--- config.mk ---
export PLATFORM = sky130hd
export DESIGN_NAME = ofs_cal_ctrl
export DESIGN_NICKNAME = d
export VERILOG_FILES = /design/src/rtl/ofs_cal_pkg.sv /design/src/rtl/ofs_cal_seq.sv /design/src/rtl/ofs_sar_chan.sv /design/src/rtl/ofs_cal_ctrl.sv
export SDC_FILE = /design/constraint.sdc
export NUM_CORES = 1
export LEC_CHECK = 0
export CORE_AREA = 3 3 70 72
export DETAILED_ROUTE_END_ITERATION = 10
export DIE_AREA = 0 0 73 75
export PLACE_DENSITY = 0.9
export SLEW_MARGIN = 10
export SYNTH_ARGS = -nofsm -noshare
export SYNTH_HDL_FRONTEND = slang
export SYNTH_SLANG_ARGS = --single-unit
export TNS_END_PERCENT = 30
--- constraint.sdc ---
create_clock -name clk -period 3.44 [get_ports clk]
set_input_delay 0.86 -clock clk [delete_from_list [all_inputs] [get_ports clk]]
set_output_delay 0.86 -clock clk [all_outputs]
set_load 0.05 [all_outputs]
--- src/rtl/ofs_cal_pkg.sv ---
package ofs_cal_pkg;
    typedef enum logic [2:0] {
        ST_IDLE,
        ST_TRIAL,
        ST_SETTLE,
        ST_JUDGE,
        ST_FINISH
    } cal_state_e;
endpackage

--- src/rtl/ofs_cal_seq.sv ---
module ofs_cal_seq
    import ofs_cal_pkg::*;
#(
    parameter int CODE_W   = 7,
    parameter int SETTLE_W = 8
) (
    input  logic                clk,
    input  logic                rst_n,
    input  logic                go,
    input  logic                keep_mode,
    input  logic [SETTLE_W-1:0] settle_cycles,
    output logic                start_p,
    output logic                trial_p,
    output logic                judge_p,
    output logic [CODE_W-1:0]   bit_sel,
    output logic                busy,
    output logic                done,
    output logic                keep_lat
);
    localparam int IDX_W = (CODE_W > 1) ? $clog2(CODE_W) : 1;
    localparam logic [IDX_W-1:0] TOP_IDX = IDX_W'(CODE_W - 1);

    cal_state_e          state_q, state_d;
    logic                go_q;
    logic [IDX_W-1:0]    bit_idx;
    logic [SETTLE_W-1:0] settle_cnt;
    logic                go_edge;

    assign go_edge = go & ~go_q;

    // state register
    always_ff @(posedge clk or negedge rst_n) begin
        if (!rst_n) state_q <= ST_IDLE;
        else        state_q <= state_d;
    end

    // next state
    always_comb begin
        state_d = state_q;
        unique case (state_q)
            ST_IDLE:   if (go_edge) state_d = ST_TRIAL;
            ST_TRIAL:  state_d = ST_SETTLE;
            ST_SETTLE: if (settle_cnt == settle_cycles) state_d = ST_JUDGE;
            ST_JUDGE:  state_d = (bit_idx == '0) ? ST_FINISH : ST_TRIAL;
            ST_FINISH: state_d = ST_IDLE;
            default:   state_d = ST_IDLE;
        endcase
    end

    // outputs
    always_comb begin
        start_p = 1'b0;
        trial_p = 1'b0;
        judge_p = 1'b0;
        done    = 1'b0;
        busy    = 1'b1;
        unique case (state_q)
            ST_IDLE:   begin busy = 1'b0; start_p = go_edge; end
            ST_TRIAL:  trial_p = 1'b1;
            ST_SETTLE: ;
            ST_JUDGE:  judge_p = 1'b1;
            ST_FINISH: done = 1'b1;
            default:   busy = 1'b0;
        endcase
    end

    assign bit_sel = CODE_W'(1) << bit_idx;

    // datapath: edge history, bit pointer, settle timer, mode latch
    always_ff @(posedge clk or negedge rst_n) begin
        if (!rst_n) begin
            go_q       <= 1'b0;
            bit_idx    <= TOP_IDX;
            settle_cnt <= '0;
            keep_lat   <= 1'b0;
        end else begin
            go_q <= go;
            if (start_p) begin
                bit_idx  <= TOP_IDX;
                keep_lat <= keep_mode;
            end else if (judge_p && bit_idx != '0) begin
                bit_idx <= bit_idx - 1'b1;
            end
            if (trial_p)                   settle_cnt <= '0;
            else if (state_q == ST_SETTLE) settle_cnt <= settle_cnt + 1'b1;
        end
    end
endmodule

--- src/rtl/ofs_sar_chan.sv ---
module ofs_sar_chan #(
    parameter int CODE_W = 7
) (
    input  logic              clk,
    input  logic              rst_n,
    input  logic              start_p,
    input  logic              trial_p,
    input  logic              judge_p,
    input  logic [CODE_W-1:0] bit_sel,
    input  logic              cmp_hi,
    input  logic              busy,
    input  logic              man_en,
    input  logic [CODE_W-1:0] man_code,
    output logic [CODE_W-1:0] dac
);
    localparam logic [CODE_W-1:0] MID = CODE_W'(1) << (CODE_W - 1);

    logic [CODE_W-1:0] cal_q;

    always_ff @(posedge clk or negedge rst_n) begin
        if (!rst_n)                 cal_q <= MID;
        else if (start_p)           cal_q <= '0;
        else if (trial_p)           cal_q <= cal_q | bit_sel;
        else if (judge_p && cmp_hi) cal_q <= cal_q & ~bit_sel;
    end

    assign dac = (man_en && !busy) ? man_code : cal_q;
endmodule

--- src/rtl/ofs_cal_ctrl.sv ---
module ofs_cal_ctrl #(
    parameter int NUM_CH   = 3,
    parameter int CODE_W   = 7,
    parameter int SETTLE_W = 8
) (
    input  logic                         clk,
    input  logic                         rst_n,
    input  logic                         cal_go,
    input  logic                         keep_inputs,
    input  logic                         force_short,
    input  logic [SETTLE_W-1:0]          settle_cycles,
    input  logic [NUM_CH-1:0]            cmp_hi,
    input  logic [NUM_CH*(CODE_W+1)-1:0] man_cfg,
    output logic [NUM_CH*CODE_W-1:0]     dac_code,
    output logic                         short_inputs,
    output logic                         busy,
    output logic                         cal_done
);
    localparam int MAN_W = CODE_W + 1;

    logic              start_p, trial_p, judge_p, keep_lat;
    logic [CODE_W-1:0] bit_sel;

    ofs_cal_seq #(.CODE_W(CODE_W), .SETTLE_W(SETTLE_W)) u_seq (
        .clk(clk), .rst_n(rst_n), .go(cal_go), .keep_mode(keep_inputs),
        .settle_cycles(settle_cycles), .start_p(start_p), .trial_p(trial_p),
        .judge_p(judge_p), .bit_sel(bit_sel), .busy(busy), .done(cal_done),
        .keep_lat(keep_lat)
    );

    for (genvar c = 0; c < NUM_CH; c++) begin : g_ch
        ofs_sar_chan #(.CODE_W(CODE_W)) u_ch (
            .clk(clk), .rst_n(rst_n), .start_p(start_p), .trial_p(trial_p),
            .judge_p(judge_p), .bit_sel(bit_sel), .cmp_hi(cmp_hi[c]), .busy(busy),
            .man_en(man_cfg[c*MAN_W + CODE_W]),
            .man_code(man_cfg[c*MAN_W +: CODE_W]),
            .dac(dac_code[c*CODE_W +: CODE_W])
        );
    end

    assign short_inputs = force_short | (busy & ~keep_lat);
endmodule

==> results of run 1 <==
[critical path, cell delays in order, from the launching register on]
cell and delay, ns:
dfrtp_1 0.67, xor2_2 0.39, inv_1 0.08, clkdlybuf4s50_1 0.71
[worst min-delay path by stage]
stage | startpoint | endpoint | slack, ns | depth (start not counted)
5_1_grt | g_ch[1].u_ch.cal_q[6]$_DFFE_PN1P_ | g_ch[1].u_ch.cal_q[6]$_DFFE_PN1P_ | 0.51 | 2
6_report | g_ch[0].u_ch.cal_q[6]$_DFFE_PN1P_ | g_ch[0].u_ch.cal_q[6]$_DFFE_PN1P_ | 0.47 | 2
3_5_place_dp | g_ch[0].u_ch.cal_q[6]$_DFFE_PN1P_ | g_ch[0].u_ch.cal_q[6]$_DFFE_PN1P_ | 0.46 | 2
2_1_floorplan | g_ch[0].u_ch.cal_q[6]$_DFFE_PN1P_ | g_ch[0].u_ch.cal_q[6]$_DFFE_PN1P_ | 0.45 | 2
4_1_cts | g_ch[0].u_ch.cal_q[6]$_DFFE_PN1P_ | g_ch[0].u_ch.cal_q[6]$_DFFE_PN1P_ | 0.47 | 2
3_3_place_gp | g_ch[0].u_ch.cal_q[6]$_DFFE_PN1P_ | g_ch[0].u_ch.cal_q[6]$_DFFE_PN1P_ | 0.46 | 2
[area by class of cell]
cell class,count,share of cell area [%]
Multi-Input combinational cell,173,37.47
Clock buffer,8,2.570
Timing Repair Buffer,66,27.47
Tap cell,52,2.088
Inverter,4,0.4819
Sequential cell,37,29.92
[layer usage]
metal / share of wire (%) / track usage, %
met1: 39 / 25.53
met2: 55 / 39.13
met3: 4.9 / 4.806
met4: 1.7 / 7.787
met5: 0 / 0
[placed cells by master (no fill, tap or decap), drive strengths merged, types with 5 or more instances in the layout]
master / n
buf: 26
a21oi: 23
nand2: 50
clkbuf: 8
nand2b: 11
xor2: 10
dfrtp: 32
dfstp: 5
o21ai: 10
ha: 6
nor2: 7
mux2: 22
clkdlybuf4s50: 40
[logic make-up after synthesis]
kind of cell               synth area share [%]
and+or+nand+nor                           23.50
AOI/OAI and AO/OA                         9.839
DFF                                       43.11
muxes                                     12.38
buffers and inverters                     2.893
xor gates and xnor gates                  4.804
adders and majority gates                 3.472
[power by group through the flow]
stage | Clock (mW) | Sequential [mW] | Combinational, mW
after floorplan | 0 | 0.670 | 1.12
after global placement | 0 | 0.702 | 1.80
after detailed placement | 0 | 0.713 | 1.86
after CTS | 0.297 | 0.705 | 1.87
after global routing | 0.317 | 0.725 | 1.96
final | 0.291 | 0.707 | 1.85
[through the flow]
| step | worst slack, ns | std cells |
|---|---|---|
| floorplan | 1.001 | 222 |
| global placement | 0.5791 | 332 |
| finish | 0.4413 | 340 |
| global route | 0.3233 | 340 |
| CTS | 0.4176 | 340 |
| detailed placement | 0.5649 | 332 |
[state kept, by name (all words and copies together) (netlist names)]
name / count
u_seq.bit_idx: 3
u_seq.settle_cnt: 8
g_ch.u_ch.cal_q: 21
u_seq.keep_lat: 1
u_seq.state_q: 3
u_seq.go_q: 1
==> results.toml, run 1 <==
[cts]
clk_pin_slew_ns = 0.07
cts_htree_levels = 2
post_cts_buffers = 0
clockRootBuffer = "clkbuf_8"
cts_buffers = 5
cts_resized = 0
cts_sinks = 37
insertion_delay_ns = 0.29
cts_tree = "done"
cts_buffer_depth = 2
hold_buffers = 0

[floorplanning]
pin_count = 64
die-width_um = 73
die_height_um = 75
rows = 24
initial_utilization_pct = 49.66
dieArea_mm2 = 0.005475
coreArea_mm2 = 0.004354

[status]
status = "complete, no violations"

[setup_path]
r2r-end = "u_seq.settle_cnt[7]$_DFFE_PN0P_"
r2r_setup_slack_ns = 1.68
r2r_start = "u_seq.state_q[2]$_DFFE_PN0P_"
crit_path_end_kind = "primary output"
r2r_cells = 4
cp.required_ns = 2.58
crit_fanout = 16
worst_ep_arrival_time_ns = 2.14
crit_path_start = "u_seq.state_q[2]$_DFFE_PN0P_"
worstSetupPathType = "reg2out"
start_kind = "flop"
endpoint = "busy"

[global_routing]
grt_overflow_total = 0
track_usage_pct = 21.78
grt_max_degree = 38
grt_antenna_before_repair = 0
grt_pass1_wl_mm = 9.080
grt_pass1_vias = 1935

[drt]
firstDrtPassIters = 4
routed_wl_mm = 5.619
via_per_inst = 5.476
vias = 1862
drt_iter0_drc = 130
route.detailed.drc = 0
routedWlPerCell_um = 16.53
ant_nets = 0

[power]
combPwrFrac_pct = 65.0
p_clk_share_pct = 10.2
power_density_mw_per_mm2 = 915.3
irDropWorstVdd_uv = 580.2
power.total_mw = 2.852
p_leak_nw = 1.369
p_seq_share_pct = 24.8
cell_internal_pwr_mw = 1.582
switchingPower_mw = 1.269
p_sw_share_pct = 44.51

[yosys]
ys_warn_count = 0
seq_area_frac_synth_pct = 43.11
synth_fp_nets = 268
ys.flop_type = "dfrtp_1"
syn_area_mm2 = 0.002162
synth_top_cells_by_area = "dfrtp_1 37%, mux2_2 11%, nand2_1 8.2%, dfstp_2 6.1%, a21oi_1 5.3%"
synth_top_area_share_pct = 37.04
netlist_top_cells_count = "47 x nand2_1, 32 x dfrtp_1, 23 x a21oi_1"
synth_cells = 222
synth_edf_count = 0
synth.most_common_cell = "nand2_1"
ys_ff_latch = 37
syn-mean-instance-area_um2 = 9.739
async_flop_share_pct = 100.0
synth_top_cell_by_area = "dfrtp_1"
synth_cell_types = 39

[cells_and_area]
syn2layout_area_growth_pct = 44.10
final_util_pct = 71.55
multi_input_area_mm2 = 0.001167
fillerInstances = 299
final_cell_area_mm2 = 0.003115
num-nets-final = 333
num_antenna_cells = 0
drive_gt1_share_pct = 23.61
regArea_um2 = 932.1

[sta]
rsz0062_at_grt = "false"
final_max_slew_viol_count = 0
finalSetupTns_ns = 0
slew_headroom_pct = 44.26
worst_pin_slew_ns = 0.8360
timing.hold.ws_ns = 0.4709
setup_viol = 0
fin_crit_sh_pct = 87.17
finClkSkew_ns = 0.003734
layout_min_cycle_time_ns = 2.999
final_hold_viol_count = 0
fmax_ghz = 0.3335

[placed_design]
portBuffers = 63
place_area_mm2 = 0.003035
gp_congestion = 0.8300
dp_hpwl_mm = 4.266

[min_path]
hp-class = "reg2reg"

[run]
drv_cap = 0
No activity file was read; power rests on OpenSTA's default activity.
==> inputs of run 2 (changes only) <==
--- a/config.mk
+++ b/config.mk
@@ -5,10 +5,10 @@
 export SDC_FILE = /design/constraint.sdc
 export NUM_CORES = 1
 export LEC_CHECK = 0
-export CORE_AREA = 3 3 70 72
+export CORE_AREA = 3 3 72 74
 export DETAILED_ROUTE_END_ITERATION = 10
-export DIE_AREA = 0 0 73 75
-export PLACE_DENSITY = 0.9
+export DIE_AREA = 0 0 75 77
+export PLACE_DENSITY = 0.86
 export SLEW_MARGIN = 10
 export SYNTH_ARGS = -nofsm -noshare
 export SYNTH_HDL_FRONTEND = slang
==> constraint.sdc (replaced) <==
create_clock -name clk -period 3.05 [get_ports clk]
set_input_delay 0.7625 -clock clk [delete_from_list [all_inputs] [get_ports clk]]
set_output_delay 0.7625 -clock clk [all_outputs]
set_load 0.05 [all_outputs]
==> run 2 against run 1 <==
Core utilization is 4.3 points lower. Clock skew is 0.0023 ns lower. Worst hold slack worse by 0.0012 ns. Via count is 0.59% lower.
==> results.toml, run 2 (synthesis gave the netlist of run 1 again) <==
[global_routing]
grt_pass1_wl_mm = 8.790
grt_pass1_vias = 1879
grt_overflow_total = 0
grt_busiest_layer = "met2"
grt_max_degree = 38
grt_antenna_before_repair = 0
use_met3_pct = 4.456
grt_util_met1_pct = 25.04
track_usage_pct = 19.61
met2_usage_pct = 31.36

[placed_design]
portBuffers = 63
gp_congestion = 0.8136
place_area_mm2 = 0.003053
dpl.cell_count = 336
dp_hpwl_mm = 4.091

[sta]
layout_min_cycle_time_ns = 2.852
fin_crit_sh_pct = 93.51
final_hold_viol_count = 0
finalSetupTns_ns = 0
finClkSkew_ns = 0.001446
fmax_ghz = 0.3506
final_max_slew_viol_count = 0
rsz0062_at_grt = "false"
slew_headroom_pct = 46.62
worst_pin_slew_ns = 0.8007
setup_viol = 0

[cts]
cts_buffers = 5
insertion_delay_ns = 0.29
cts_htree_levels = 2
clockRootBuffer = "clkbuf_8"
cts_buffer_depth = 2
clk_pin_slew_ns = 0.07
cts_tree = "done"
hold_buffers = 0
post_cts_buffers = 0
cts_sinks = 37
cts_resized = 0

[power]
p_leak_nw = 1.380
power_density_mw_per_mm2 = 1022
irDropWorstVdd_uv = 646.9

[floorplanning]
die_height_um = 77
dieArea_mm2 = 0.005775
initial_utilization_pct = 46.39
rows = 25
coreArea_mm2 = 0.004661
die-width_um = 75
pin_count = 64

[setup_path]
critPathMaxStageDelay_ns = 0.71
path_delay_family = "buffers and inverters"
worstSetupPathType = "reg2out"
crit_path_end_kind = "primary output"
crit_chain = "nor2_1 -> xor2_2 -> inv_1 -> clkdlybuf4s50_1"
cp.required_ns = 2.29
crit_fanout = 5
slowest_stage = "clkdlybuf4s50_1"
worst_ep_arrival_time_ns = 2.09
crit_buf_inv = 2
start_kind = "flop"

[drt]
via_per_inst = 5.381
routed_wl_mm = 5.256
route.detailed.drc = 0
routedWlPerCell_um = 15.28
firstDrtPassIters = 4
vias = 1851
ant_nets = 0
drt_iter0_drc = 131

[cells_and_area]
top_register = "g_ch.u_ch.cal_q"
layoutNonFillerInstCount = 344
final_cell_area_mm2 = 0.003133
num-nets-final = 335
drive_gt1_share_pct = 24.14
num_antenna_cells = 0
final_common_cell = "nand2_1"
largest_register_ffs = 21
final_util_pct = 67.22
syn2layout_area_growth_pct = 44.91
largestRegisters = "g_ch.u_ch.cal_q: 21 flops, u_seq.settle_cnt: 8 flops"
final_cell_mix = "47 x nand2_1, 40 x clkdlybuf4s50_1, 32 x dfrtp_1"

[run]
drv_cap = 0

[status]
status = "complete, no violations"

[min_path]
hp-class = "reg2reg"
[run 2: cell count changes in the layout (fill, tap and decap cells not counted), sizes merged]
cell	previous run	this run
buf	26	28
[run 2: metrics by stage]
stage / power (mW) / worst slack [ns] / hold WS (ns)
after floorplan: 2.018 / 0.7088 / 0.4498
after global placement: 2.834 / 0.3806 / 0.4595
after detailed placement: 2.888 / 0.3632 / 0.4622
after CTS: 3.214 / 0.1809 / 0.4718
after global routing: 3.367 / 0.06548 / 0.4966
final: 3.202 / 0.1980 / 0.4698
[run 2: power breakdown]
group,total (mW),switching (mW),internal (mW)
logic,2.09,1.13,0.953
clock network,0.327,0.164,0.162
registers,0.789,0.115,0.674
[run 2: cell type report]
cell class	count	area [um2]
tap	54	67.56
sequential	37	932.1
multi-input combinational	173	1167
clock buffer	8	80.08
fill	371	1528
inverter	4	15.01
timing repair buffer	68	870.8
[run 2: final timing paths]
check	slack, ns	start	to	cells past startpoint
max in group asynchronous	1.98	rst_n	g_ch[1].u_ch.cal_q[2]$_DFFE_PN0P_	1
min in group asynchronous	0.56	rst_n	g_ch[1].u_ch.cal_q[1]$_DFFE_PN0P_	1
worst min register to register	0.47	g_ch[0].u_ch.cal_q[6]$_DFFE_PN1P_	g_ch[0].u_ch.cal_q[6]$_DFFE_PN1P_	2
worst max-delay path	0.20	u_seq.state_q[1]$_DFFE_PN0P_	busy	4
worst min-delay path	0.47	g_ch[0].u_ch.cal_q[6]$_DFFE_PN1P_	g_ch[0].u_ch.cal_q[6]$_DFFE_PN1P_	2
worst max register to register	1.31	u_seq.state_q[2]$_DFFE_PN0P_	u_seq.settle_cnt[7]$_DFFE_PN0P_	5
[run 2: layer usage]
layer	share of wire (%)	vias to the layer above	wire length (um)
met5	0	-	0
met4	1.6	0	85
met3	4.6	9	244
met2	52	48	2737
met1	42	896	2188
li1	-	898	-
[run 2: worst min-delay path, cell delays in order (launching register included)]
cell	delay, ns
dfstp_2	0.37
nand2_1	0.04
a21oi_1	0.06
==> inputs of run 3 (changes only) <==
--- a/config.mk
+++ b/config.mk
@@ -13,4 +13,3 @@
 export SYNTH_ARGS = -nofsm -noshare
 export SYNTH_HDL_FRONTEND = slang
 export SYNTH_SLANG_ARGS = --single-unit
-export TNS_END_PERCENT = 30
==> results of run 3 <==
The final DEF is identical to that of run 2; final timing and power are the same.
